### src/rtl/mcs_pkg.sv
package mcs_pkg;

    localparam int SEQ_W = 16;

    typedef logic [SEQ_W-1:0] word_t;

    localparam word_t INIT_BASE   = 16'hA5C3;
    localparam word_t INIT_STRIDE = 16'h1111;

    // what the controller does in one cycle
    typedef enum logic [1:0] {
        ACT_IDLE,
        ACT_FIRST,
        ACT_STEP,
        ACT_LOAD
    } act_e;

    // successor of a position, wrapping past the last index to 1
    function automatic int next_index(input int p, input int last);
        return (p >= last) ? 1 : p + 1;
    endfunction

    // replace only the bits selected by m
    function automatic word_t masked_merge(input word_t old_w, input word_t new_w, input word_t m);
        return (old_w & ~m) | (new_w & m);
    endfunction

    // reset content of slot i
    function automatic word_t init_word(input int i);
        return INIT_BASE ^ (INIT_STRIDE * word_t'(i));
    endfunction

endpackage

### src/rtl/mcs_edge.sv
module mcs_edge #(
    parameter int W = 2
) (
    input  logic         clk,
    input  logic         rst,
    input  logic [W-1:0] sig_i,
    output logic [W-1:0] rise_o
);
    logic [W-1:0] prev_q;

    always_ff @(posedge clk) begin
        if (rst) prev_q <= '0;
        else     prev_q <= sig_i;
    end

    always_comb rise_o = sig_i & ~prev_q;

endmodule

### src/rtl/mcs_table.sv
module mcs_table
    import mcs_pkg::*;
#(
    parameter int LAST_IDX = 4,
    localparam int DEPTH = LAST_IDX + 1,
    localparam int IDX_W = $clog2(DEPTH)
) (
    input  logic             clk,
    input  logic             rst,
    input  logic             wr_en,
    input  logic [IDX_W-1:0] wr_idx,
    input  word_t            wr_data,
    input  logic [IDX_W-1:0] rd_a_idx,
    output word_t            rd_a_data,
    input  logic [IDX_W-1:0] rd_b_idx,
    output word_t            rd_b_data
);
    word_t mem [DEPTH];

    for (genvar g = 0; g < DEPTH; g++) begin : g_slot
        always_ff @(posedge clk) begin
            if (rst)
                mem[g] <= init_word(g);
            else if (wr_en && (wr_idx == IDX_W'(g)))
                mem[g] <= wr_data;
        end
    end

    always_comb begin
        rd_a_data = mem[rd_a_idx];
        rd_b_data = mem[rd_b_idx];
    end

endmodule

### src/rtl/mcs_ctrl.sv
module mcs_ctrl
    import mcs_pkg::*;
#(
    parameter int LAST_IDX = 4,
    localparam int IDX_W = $clog2(LAST_IDX + 1)
) (
    input  logic             clk,
    input  logic             rst,
    input  logic             step_rise,
    input  logic             load_rise,
    input  logic             load_lvl,
    input  word_t            mask_i,
    input  word_t            sel_word,
    output logic [IDX_W-1:0] rd_idx,
    output logic             wr_en,
    output logic [IDX_W-1:0] wr_idx,
    output logic [IDX_W-1:0] pos_o,
    output word_t            dest_o
);
    localparam logic [IDX_W-1:0] LAST = IDX_W'(LAST_IDX);

    logic [IDX_W-1:0] pos_q;
    logic [IDX_W-1:0] nxt;
    logic             first_q;
    word_t            dest_q;
    act_e             act;

    always_comb nxt = IDX_W'(next_index(int'(pos_q), LAST_IDX));

    always_comb begin
        if (step_rise)      act = first_q ? ACT_FIRST : ACT_STEP;
        else if (load_rise) act = ACT_LOAD;
        else                act = ACT_IDLE;
    end

    // the word to be shown comes from slot 0 only in the first-scan cycle
    always_comb rd_idx = first_q ? '0 : nxt;

    // a step edge blocks any write in that cycle
    always_comb begin
        wr_en  = load_lvl && !step_rise;
        wr_idx = load_rise ? nxt : pos_q;
    end

    always_ff @(posedge clk) begin
        if (rst) begin
            pos_q   <= '0;
            dest_q  <= '0;
            first_q <= 1'b1;
        end else begin
            first_q <= 1'b0;
            case (act)
                ACT_FIRST: dest_q <= masked_merge(dest_q, sel_word, mask_i);
                ACT_STEP: begin
                    pos_q  <= nxt;
                    dest_q <= masked_merge(dest_q, sel_word, mask_i);
                end
                ACT_LOAD: pos_q <= nxt;
                default: ;
            endcase
        end
    end

    always_comb begin
        pos_o  = pos_q;
        dest_o = dest_q;
    end

    assert_step_adv_R2: assert property (@(posedge clk) disable iff (rst)
        (step_rise && !first_q && pos_q != LAST) |=> (pos_q == $past(pos_q) + IDX_W'(1)));

    assert_wrap_R3: assert property (@(posedge clk) disable iff (rst)
        (step_rise && !first_q && pos_q == LAST) |=> (pos_q == IDX_W'(1)));

    assert_range_R3: assert property (@(posedge clk) disable iff (rst)
        1'b1 |-> (pos_q <= LAST));

    assert_first_stay_R4: assert property (@(posedge clk) disable iff (rst)
        (first_q && step_rise) |=> (pos_q == '0));

    assert_no_zero_R4: assert property (@(posedge clk) disable iff (rst)
        (pos_q != '0) |=> (pos_q != '0));

    assert_mask_keep_R5: assert property (@(posedge clk) disable iff (rst)
        1'b1 |=> (((dest_q ^ $past(dest_q)) & ~$past(mask_i)) == '0));

    assert_pos_hold_R8: assert property (@(posedge clk) disable iff (rst)
        (!step_rise && !load_rise) |=> $stable(pos_q));

endmodule

### src/rtl/mask_cyc_seq.sv
module mask_cyc_seq
    import mcs_pkg::*;
#(
    parameter int LAST_IDX = 4,
    localparam int IDX_W = $clog2(LAST_IDX + 1)
) (
    input  logic             clk,
    input  logic             rst,
    input  logic             step_i,
    input  logic             load_i,
    input  logic             cmp_i,
    input  word_t            mask_i,
    input  word_t            load_word_i,
    input  word_t            cmp_word_i,
    output word_t            dest_o,
    output logic             match_o,
    output logic [IDX_W-1:0] pos_o
);
    logic [1:0]       rise;
    logic [IDX_W-1:0] rd_idx;
    logic [IDX_W-1:0] wr_idx;
    logic [IDX_W-1:0] pos;
    logic             wr_en;
    word_t            sel_word;
    word_t            cur_word;

    mcs_edge #(.W(2)) u_edge (
        .clk    (clk),
        .rst    (rst),
        .sig_i  ({load_i, step_i}),
        .rise_o (rise)
    );

    mcs_table #(.LAST_IDX(LAST_IDX)) u_table (
        .clk       (clk),
        .rst       (rst),
        .wr_en     (wr_en),
        .wr_idx    (wr_idx),
        .wr_data   (load_word_i),
        .rd_a_idx  (rd_idx),
        .rd_a_data (sel_word),
        .rd_b_idx  (pos),
        .rd_b_data (cur_word)
    );

    mcs_ctrl #(.LAST_IDX(LAST_IDX)) u_ctrl (
        .clk       (clk),
        .rst       (rst),
        .step_rise (rise[0]),
        .load_rise (rise[1]),
        .load_lvl  (load_i),
        .mask_i    (mask_i),
        .sel_word  (sel_word),
        .rd_idx    (rd_idx),
        .wr_en     (wr_en),
        .wr_idx    (wr_idx),
        .pos_o     (pos),
        .dest_o    (dest_o)
    );

    always_comb begin
        match_o = cmp_i && ((cmp_word_i & mask_i) == (cur_word & mask_i));
        pos_o   = pos;
    end

    assert_load_R6: assert property (@(posedge clk) disable iff (rst)
        (rise[1] && !rise[0]) |=> (cur_word == $past(load_word_i)));

    assert_collide_R9: assert property (@(posedge clk) disable iff (rst)
        (rise[1] && rise[0] && pos != IDX_W'(LAST_IDX) && pos != '0) |=> (pos == $past(pos) + IDX_W'(1)));

endmodule

### config.mk
export PLATFORM = sky130hd
export DESIGN_NAME = mask_cyc_seq
export DESIGN_NICKNAME = d
export VERILOG_FILES = /design/src/rtl/mcs_pkg.sv /design/src/rtl/mcs_edge.sv /design/src/rtl/mcs_table.sv /design/src/rtl/mcs_ctrl.sv /design/src/rtl/mask_cyc_seq.sv
export SDC_FILE = /design/constraint.sdc
export NUM_CORES = 1
export LEC_CHECK = 0
export ABC_CLOCK_PERIOD_IN_PS = 2300
export BUFFER_PORTS_ARGS = -buffer_cell sky130_fd_sc_hd__buf_2
export CAP_MARGIN = 10
export CORE_ASPECT_RATIO = 0.75
export CORE_MARGIN = 8
export CORE_UTILIZATION = 40
export DETAILED_ROUTE_END_ITERATION = 8
export PLACE_DENSITY = 0.65
export SYNTH_ARGS = -nofsm -noshare
export SYNTH_HDL_FRONTEND = slang
export SYNTH_SLANG_ARGS = --single-unit
### constraint.sdc
create_clock -name clk -period 2.3 [get_ports clk]
set_input_delay 0.23 -clock clk [delete_from_list [all_inputs] [get_ports clk]]
set_output_delay 0.23 -clock clk [all_outputs]
set_load 0.005 [all_outputs]
### Word level (Yosys, flattened, before mapping)

Memory sizes are Yosys's and may differ from the RTL's. A register that Yosys moved wholly into a read port is not among the register bits.
Cells that the tools add are included.

* register bits: 22
* bits in writable memories: 80
* bits of input ports: 53
* output and inout bits: 20
* word-level logic and storage cells: 69
* memories kept: 1

Memory list
* u_table.mem: depth 5, width 16, read ports 2, clocked after memory_dff 1, write ports 5, line mcs_table.sv:18 `word_t mem [DEPTH];`

* add/sub/neg operators: 1
* magnitude comparators: 1
* eq/ne operators: 8
* mux-type cells: 30
* bitwise logic cells: 13
* reduce and logical (&&, ||, !) cells: 11

Operators with widths (count)
* 16-bit two-way mux: 5
* 16-bit AND: 4
* 1-bit two-way mux: 17
* 16-bit equality test: 1
* 16-bit inverter: 1
* 16-bit bitwise OR: 1
* 3-bit two-way mux: 5
* 1-bit logical AND: 7
* 3-bit by 2-bit equality test with 1-bit output, second input constant: 2
* 2-bit two-way mux: 3
* 1-bit bitwise OR: 5
* 2-bit equality test, second input constant: 2
* 2-bit OR reduction: 2
* 3-bit by 1-bit adder with 3-bit output, second input constant: 1
* 3-bit by 1-bit equality test with 1-bit output, second input constant: 1
* 3-bit equality test, second input constant: 1
* 3-bit >= comparator, second input constant: 1
* 3-bit zero test: 1
* 2-bit AND: 1
* 2-bit by 1-bit equality test with 1-bit output, second input constant: 1
* 2-bit inverter: 1
* 1-bit zero test: 1

### Longest topological paths before layout

Gate-level depths: netlist of the first run.

* depth after elaboration: 9
* depth in mapped cells: 9
* mapped depth without buffers: 8

### Hierarchy

Synthesis of the first run repeated with hierarchy kept, for this count alone.

* cell total of the unflattened synthesis: 499
* area total of the unflattened synthesis: 5490.3 um^2

Modules (own cells, without submodules)
* mcs_table: times used 1, cells an instance 348, area each 4299.1 um^2, sequential area each 2402.3 um^2
* mcs_ctrl: times used 1, cells an instance 118, area each 895.9 um^2, sequential area each 400.4 um^2
* mask_cyc_seq: times used 1, cells an instance 27, area each 225.2 um^2, sequential area each 0.0 um^2
* mcs_edge: times used 1, cells an instance 6, area each 70.1 um^2, sequential area each 40.0 um^2

### Least setup slack after synthesis of the first run

No wires, ideal clock.

* path type: register to register
* start point: register u_ctrl.pos_q[0], in the netlist u_ctrl.pos_o[0]
* end point: memory u_table.mem[0][0] (netlist name), enable pin
* setup time: 0.392 ns
* data arrival time: 1.947 ns
* required time: 1.908 ns
* path slack: -0.039 ns
* stages on the path, launching flop included: 7
* path buffers: 0
* period minus slack after synthesis: 2.339 ns
* cell sequence: dfxtp_1 -> inv_1 -> ha_1 -> nand2b_1 -> o21ai_0 -> nand2b_1 -> o21bai_1

RTL lines
* start, declared: line mcs_ctrl.sv:22 `logic [IDX_W-1:0] pos_q;`
* start signal, assigned: line mcs_ctrl.sv:55 `pos_q <= nxt;`
* start signal, assigned: line mcs_ctrl.sv:58 `ACT_LOAD: pos_q <= nxt;`
* end, declared: line mcs_table.sv:18

==> reports/metrics.yaml, run 1 <==
status: "complete, but fails checks"
violations: "negative setup slack"
cp-start-kind: "flop"
synth_compound_area_frac: 0.103
final_antenna_net_count: 0
clk_pin_slew_worst_paths_ps: 70
hpwl_mm: 10.4
placed_area_um2: 6300
p_per_area_nw_per_um2: 683
worst_path_max_delay_cell: "mux4_1"
gp_congestion: 0.813
drcViolationCount: 0
first_pass_iters: 5
synthArstFlopShare: 0
ys_seq_area_frac: 0.527
initial_core_util: 0.405
synth_common_cells: "edfxtp_1 (80), mux2i_1 (50), and2_1 (40), nand2b_1 (27), dfxtp_1 (25)"
r2r_setup_slack_ps: 120
critPathMaxFanout: 6
worstPathCellList: "buf_12, mux4_1, mux2i_2, xnor2_1, a22oi_1, nand4_1, nor3_2, buf_2"
cp.arrival_ps: 2430
syn-num-nets: 491
nNetsFinal: 581
cp-end-kind: "output port"
slew_violations: 0
yosys.area.top_type_share: 0.436
syn-cell-area_um2: 5510
skew_ps: 6.27
die_x_um: 152
synth_mux_area_frac: 0.167
grtUsageTotal: 0.164
portBuffers: 72
hold_viol_final: 0
synth-edff-count: 80
first_global_vias: 3940
fmaxAchievable_mhz: 376
core_region_area_um2: 13600
synthMostInstantiatedCell: "edfxtp_1"
viasPerCell: 5.48
grt_overflow: 0
grt_first_pass_wirelength_mm: 22.4
antennaDiodeCount: 0
whs_ps: 98.7
setup_viol: 1
met3_usage: 0.0476
drt_iter0_drc: 283
cap_violations: 0
layout_min_cycle_time_ps: 2660
wl_mm: 14.8
cts_tree: "done"
grt_max_degree: 34
timing_worst_setup_path_type: "reg -> out"
ys_ff_latch: 105
syn_inst: 436
clock-sinks: 105
ys_types: 38
antenna_found_initial: 1
wl_per_cell_um: 21.0
yosysWarnings: 0
hold_path_class: "in -> reg"
synth_fa_ha_area_frac: 0.00454
use_met2: 0.251
slowest_delay_ps: 580
vias: 3872
utilization: 0.489
dieArea_um2: 17800
cts_buffer_depth: 2
grt_use_met1: 0.224
htreeDepth: 3
cts_inserted_buffers: 9
required_ps: 2070
rsz0062_at_grt: "yes"
area_growth_pct: 20.8
p_leak_nw: 2.26
busiest_layer: "met2"
yosys.area.top_type: "edfxtp_1"
synthTopCellsByArea: "edfxtp_1 (44%), dfxtp_1 (9.1%), mux2i_1 (9.1%)"
root_buffer: "clkbuf_16"
design_area_um2: 6660
drive_above_1_share: 0.273
insertion_delay_ps: 350
synth_top_family_by_area: "multiplexers"
rows: 37
synth.avg_cell_area_um2: 12.6
synth_ff_type: "edfxtp_1"
die_h_um: 118
relSlewSlack: 0.559
finalPower_w: 0.00455
setup_slack_ps: -359
period_share: 1.16
ios: 73
worst_slew_pin_slew_ps: 662
synth-xor-area-share: 0.0254
peakVddDrop_mv: 0.498
synthSimpleGateAreaFrac: 0.145
[power by group]
| part | leakage, nW | switching, W | internal [W] |
|---|---|---|---|
| combinational | 1.21 | 0.000421 | 0.000371 |
| sequential | 0.906 | 0.0000574 | 0.00213 |
| clock | 0.144 | 0.000715 | 0.000855 |
[cells by family after synthesis]
group | after synthesis
AND/OR/NAND/NOR | 129
flip-flops | 105
AO/OA/AOI/OAI | 83
multiplexers | 67
buffers and inverters | 34
XOR/XNOR | 16
adder cells (fa/ha/maj) | 2
[layout by cell type, fill, tap and decap left out, drive strengths merged, types with 5 or more instances in the layout]
master,count
nor2,8
a311oi,16
a21oi,17
or3,24
or2b,12
mux2i,50
inv,7
nor2b,6
o21ai,18
nand2b,27
clkbuf,9
xnor2,16
edfxtp,80
mux4,15
and2,40
nor3,5
dfxtp,25
buf,109
o211ai,16
a22oi,7
nand2,5
[final cells by class]
| class | instances | area, um^2 |
|---|---|---|
| flip-flops and latches | 105 | 2910 |
| well taps | 175 | 219 |
| clock inverters | 7 | 76.3 |
| clock buffers | 9 | 225 |
| repair buffers | 109 | 746 |
| multi-input cells | 297 | 2470 |
| fillers | 1201 | 6950 |
| inverters | 4 | 15.0 |
[final timing paths]
path              cells past startpoint                    startpoint                               end
setup / recovery                      8                          flop                           match_o
hold / removal                        2                     mask_i[2]                              flop
setup reg to reg                      8  u_ctrl.pos_o[1]$_SDFFE_PP0N_  u_table.mem[4][12]$_SDFFCE_PN0P_
hold reg to reg                       2                          flop                              flop
[routing by layer]
metal  routed length [um]  up-vias  share of wire
met5                   13        -        0.00088
met4                  186        2          0.013
met3                 1320       18          0.089
met2                 6640      156           0.45
met1                 6670     1858           0.45
li1                     -     1838              -
[critical path: cells and delay by family (launching register included)]
kind            cells  cell delay [ps]
compound gates      1              130
xor+xnor            1               90
buf+inv             2              280
flops               1              370
mux                 2              840
simple gates        2              370
[repair_timing]
action                     CTS  global route
pin swaps                   11            12
hold buffers                 0             0
gates cloned                 1             0
resized for setup            8            12
setup endpoints to repair    1            41
buffers inserted             2             0
[metrics by stage]
step,setup slack (ps),setup TNS [ps],cells
5_1_grt,-502,-523,706
4_1_cts,-372,-372,707
3_3_place_gp,-30.3,-30.3,688
3_5_place_dp,-86.3,-86.3,688
6_report,-359,-359,706
2_1_floorplan,-39.0,-2260,436
No activity file was read; power rests on OpenSTA's default activity.
==> run 2: changes to the inputs <==
--- a/config.mk
+++ b/config.mk
@@ -5,7 +5,7 @@
 export SDC_FILE = /design/constraint.sdc
 export NUM_CORES = 1
 export LEC_CHECK = 0
-export ABC_CLOCK_PERIOD_IN_PS = 2300
+export ABC_CLOCK_PERIOD_IN_PS = 2200
 export BUFFER_PORTS_ARGS = -buffer_cell sky130_fd_sc_hd__buf_2
 export CAP_MARGIN = 10
 export CORE_ASPECT_RATIO = 0.75
==> constraint.sdc (replaced) <==
create_clock -name clk -period 2.2 [get_ports clk]
set_input_delay 0.22 -clock clk [delete_from_list [all_inputs] [get_ports clk]]
set_output_delay 0.22 -clock clk [all_outputs]
set_load 0.005 [all_outputs]
==> reports/metrics.yaml, run 2 (synthesis results as in run 1) <==
rows: 37
ios: 73
status: "complete, but fails checks"
hold_path_class: "in -> reg"
cp-start-kind: "flop"
fmaxAchievable_mhz: 380
cap_violations: 0
required_ps: 1980
first_pass_iters: 4
die_x_um: 152
initial_core_util: 0.405
worst_slew_pin_slew_ps: 424
rsz0062_at_grt: "yes"
hold_viol_final: 0
grt_overflow: 0
clock-sinks: 105
worstHoldPathCells: 2
cts_inserted_buffers: 9
skew_ps: 7.57
vias: 3996
r2r_setup_slack_ps: 110
gp_congestion: 0.827
wl_mm: 14.6
insertion_delay_ps: 350
grt_max_degree: 34
htreeDepth: 3
nNetsFinal: 593
final_antenna_net_count: 0
viasPerCell: 5.57
cp-end-kind: "output port"
r2r-end: "u_table.mem[4][2]$_SDFFCE_PN1P_"
dieArea_um2: 17800
r2r_cells: 6
setup_slack_ps: -429
period_share: 1.19
fillers: 1196
final_cell_mix: "edfxtp_1 (80), buf_2 (72), mux2i_1 (49)"
drive_above_1_share: 0.298
relSlewSlack: 0.709
root_buffer: "clkbuf_16"
cts_buffer_depth: 2
antennaDiodeCount: 0
cts_tree: "done"
core_region_area_um2: 13600
setup_viol: 1
finalPower_w: 0.00478
swShare: 0.260
violations: "negative setup slack"
critical_path.reg2reg.startpoint: "u_edge.prev_q[1]$_SDFF_PP0_"
slew_violations: 0
antenna_found_initial: 0
clk_pin_slew_worst_paths_ps: 70
seqPwrFrac: 0.479
drt_iter0_drc: 278
portBuffers: 72
worstHoldStart: "mask_i[8]"
critPathMaxFanout: 11
p_sw_w: 0.00124
wl_per_cell_um: 20.3
die_h_um: 118
cp.arrival_ps: 2410
hpwl_mm: 10.9
combPwrFrac: 0.174
p_per_area_nw_per_um2: 707
power_frac_clock: 0.347
p_leak_nw: 2.33
first_global_vias: 3810
area_growth_pct: 22.6
grtUsageTotal: 0.161
placed_cells: 690
final_cells: 718
drcViolationCount: 0
mostFrequentLayoutCell: "edfxtp_1"
p_int_w: 0.00353
timing_worst_setup_path_type: "reg -> out"
grt_first_pass_wirelength_mm: 22.0
peakVddDrop_mv: 0.529
layout_min_cycle_time_ps: 2630
run 2: area by class of cell:
type,instances,area (um^2),share of cell area
timing repair buffer,121,845,0.125
clock buffer,9,225,0.0333
multi-input combinational,297,2460,0.364
sequential,105,2910,0.430
clock inverter,7,83.8,0.0124
inverter,4,15.0,0.00222
tap,175,219,0.0324
run 2: worst max path at each step:
stage | slack (ps) | end | start | cells past startpoint
after floorplan | -140 | u_table.mem[0][0]$_SDFFCE_PN1P_ | u_ctrl.pos_o[0]$_SDFFE_PP0N_ | 6
after detailed placement | -170 | match_o | flop | 8
after CTS | -450 | match_o | flop | 8
after global placement | -80 | match_o | flop | 8
after global routing | -520 | match_o | flop | 8
final | -430 | match_o | flop | 9
run 2: critical path: stages, from the launching register on:
cell	delay, ps
dfxtp_4	380
buf_12	140
buf_4	130
mux4_1	540
mux2i_1	210
xnor2_1	90
a22oi_1	190
nand2_2	120
nor3_2	110
buf_2	140
run 2: metal layers:
metal,GRT usage,part of all wire,vias up
met5,0,0,-
met4,0.0434,0.010,0
met3,0.0311,0.094,10
met2,0.232,0.42,177
met1,0.239,0.47,1947
li1,-,-,1862
run 2: metrics by stage:
stage	util	hold slack, ps	TNS (ps)	cell area [um^2]	worst slack (ps)
after floorplan	-	248	-8660	5520	-139
final	0.497	84.1	-429	6760	-429
after global placement	0.465	448	-84.0	6330	-84.0
after global routing	0.497	74.1	-516	6760	-516
after CTS	0.489	75.0	-448	6650	-448
after detailed placement	0.465	452	-170	6330	-170
run 2: power groups by stage:
stage               logic, W  registers, W  clock network, W
floorplan           0.000476       0.00230                 0
global placement    0.000769       0.00232                 0
finish              0.000831       0.00229           0.00166
global route        0.000898       0.00230           0.00178
detailed placement  0.000786       0.00233                 0
CTS                 0.000793       0.00229           0.00169
run 2: repair_timing:
action                     in CTS  in global routing
setup buffers                   1                 11
hold buffers                    0                  0
pin swaps                       6                  8
setup endpoints to repair       2                101
resized for setup               8                 12
gates cloned                    0                  0
==> run 3: changes to the inputs <==
--- a/config.mk
+++ b/config.mk
@@ -5,6 +5,7 @@
 export SDC_FILE = /design/constraint.sdc
 export NUM_CORES = 1
 export LEC_CHECK = 0
+export ABC_AREA = 1
 export ABC_CLOCK_PERIOD_IN_PS = 2200
 export BUFFER_PORTS_ARGS = -buffer_cell sky130_fd_sc_hd__buf_2
 export CAP_MARGIN = 10
@@ -12,6 +13,7 @@
 export CORE_MARGIN = 8
 export CORE_UTILIZATION = 40
 export DETAILED_ROUTE_END_ITERATION = 8
+export MAX_ROUTING_LAYER = met4
 export PLACE_DENSITY = 0.65
 export SYNTH_ARGS = -nofsm -noshare
 export SYNTH_HDL_FRONTEND = slang
==> reports/metrics.yaml, run 3 <==
core_region_area_um2: 13800
synthTopCellsByArea: "edfxtp_1 (42%), nand2_1 (13%), dfxtp_1 (8.8%)"
fmaxAchievable_mhz: 453
ys_types: 25
hold_viol_final: 0
root_buffer: "clkbuf_16"
vias: 4978
wl_per_cell_um: 16.1
peakVddDrop_mv: 0.398
first_global_vias: 4474
die_h_um: 119
final_cell_mix: "nand2_1 (196), inv_1 (100), edfxtp_1 (80)"
violations: "negative setup slack"
synth_common_cells: "nand2_1 (197), inv_1 (100), edfxtp_1 (80), o21ai_0 (71), nor2_1 (68)"
utilization: 0.485
synthArstFlopShare: 0
yosysWarnings: 0
cts_tree: "done"
cp.arrival_ps: 1990
drt_iter0_drc: 419
synth-edff-count: 80
htreeDepth: 3
setup_viol: 1
grt_overflow: 0
cp-start-kind: "flop"
antennaDiodeCount: 0
drive_above_1_share: 0.185
ys_seq_area_frac: 0.509
dieArea_um2: 18400
slew_violations: 0
gp_congestion: 0.890
nNetsFinal: 864
ys_ff_latch: 105
skew_ps: 5.60
final_cells: 988
area_growth_pct: 17.7
viasPerCell: 5.04
drcViolationCount: 0
cp-end-kind: "output port"
hpwl_mm: 12.3
syn_inst: 735
placed_cells: 972
final_antenna_net_count: 0
status: "complete, but fails checks"
rsz0062_at_grt: "yes"
relSlewSlack: 0.672
antenna_found_initial: 0
yosys.area.top_type_share: 0.421
synth_ff_type: "edfxtp_1"
ios: 73
route.top_layer_used: "met4"
portBuffers: 72
syn-num-nets: 790
post_cts_buffers: 0
first_pass_iters: 5
dr_wl_met2_mm: 5.53
yosys.area.top_type: "edfxtp_1"
syn-cell-area_um2: 5710
cts_buffer_depth: 2
period_share: 1.00
worst_slew_pin_slew_ps: 491
grt_first_pass_wirelength_mm: 25.4
wl_met1_mm: 8.14
required_ps: 1980
hold_path_class: "in -> reg"
p_leak_nw: 3.02
die_x_um: 154
cap_violations: 0
critPathMaxFanout: 21
insertion_delay_ps: 340
synthMostInstantiatedCell: "nand2_1"
place_ws_ps: 258
grt_max_degree: 33
p_per_area_nw_per_um2: 713
layout_min_cycle_time_ps: 2210
mostFrequentLayoutCell: "nand2_1"
wl_mm: 15.9
clock-sinks: 105
initial_core_util: 0.412
cts_inserted_buffers: 9
clk_pin_slew_worst_paths_ps: 70
synth.avg_cell_area_um2: 7.77
setup_slack_ps: -6.89
route.met3.wl_mm: 2.08
rows: 37
grtUsageTotal: 0.181
timing_worst_setup_path_type: "reg -> out"
## run 3: layout make-up
class,count,area [um^2]
Fill cell,1333,7120
Sequential cell,105,2910
Multi-Input combinational cell,491,2300
Timing Repair Buffer,90,583
Inverter,112,423
Clock buffer,10,229
Tap cell,175,219
Clock inverter,5,56.3
## run 3: kinds of logic after synthesis
| group | count (synthesis) | share of synthesized area |
|---|---|---|
| AND/OR/NAND/NOR | 352 | 0.268 |
| buffers and inverters | 139 | 0.0954 |
| AO/OA/AOI/OAI | 137 | 0.124 |
| flip-flops | 105 | 0.509 |
| adder cells (fa/ha/maj) | 2 | 0.00438 |
## run 3: where the power goes
group	internal [W]	switching, W	total, W
Clock	0.000876	0.000682	0.00156
Sequential	0.00223	0.0000551	0.00228
Combinational	0.000324	0.000631	0.000955
## run 3: worst max-delay path, stage by stage (launching register included)
cell and delay, ps:
dfxtp_4 380, bufbuf_16 300, nor2_1 50, nor2_1 70, o21ai_0 80, nand3_1 170
nand2_1 90, nand3_1 70, nand2_1 50, nor2_1 100, nand3_1 80, nor2_1 90
buf_2 110
## run 3: stage by stage
stage / total power, W / TNS [ps] / instance area [um^2] / hold slack, ps
after CTS: 0.00478 / 0 / 6680 / 118
after global placement: 0.00321 / 0 / 6350 / 455
after global routing: 0.00502 / -160 / 6720 / 143
after detailed placement: 0.00322 / 0 / 6350 / 456
final: 0.00479 / -6.89 / 6720 / 121
after floorplan: 0.00288 / 0 / 5710 / 248
## run 3: timing repair
action / 4_1_cts / 5_1_grt
hold buffers: 0 / 0
cloned: 1 / 0
resized for setup: 8 / 9
pin swaps: 1 / 3
endpoints found under the setup margin: 1 / 1
## run 3: final timing paths
| kind | start | cells after the start | end | slack [ps] |
|---|---|---|---|---|
| hold reg to reg | flop | 2 | flop | 460 |
| setup reg to reg | u_ctrl.pos_o[0]$_SDFFE_PP0N_ | 10 | u_table.mem[4][5]$_SDFFCE_PN0P_ | 240 |
| setup / recovery | flop | 12 | match_o | -7 |
| hold / removal | step_i | 3 | u_edge.prev_q[0]$_SDFF_PP0_ | 120 |
## run 3: metal layers
layer | GRT usage | vias to the layer above
met5 | - | -
met4 | 0.0293 | 0
met3 | 0.0632 | 9
met2 | 0.217 | 261
met1 | 0.281 | 2172
li1 | - | 2536
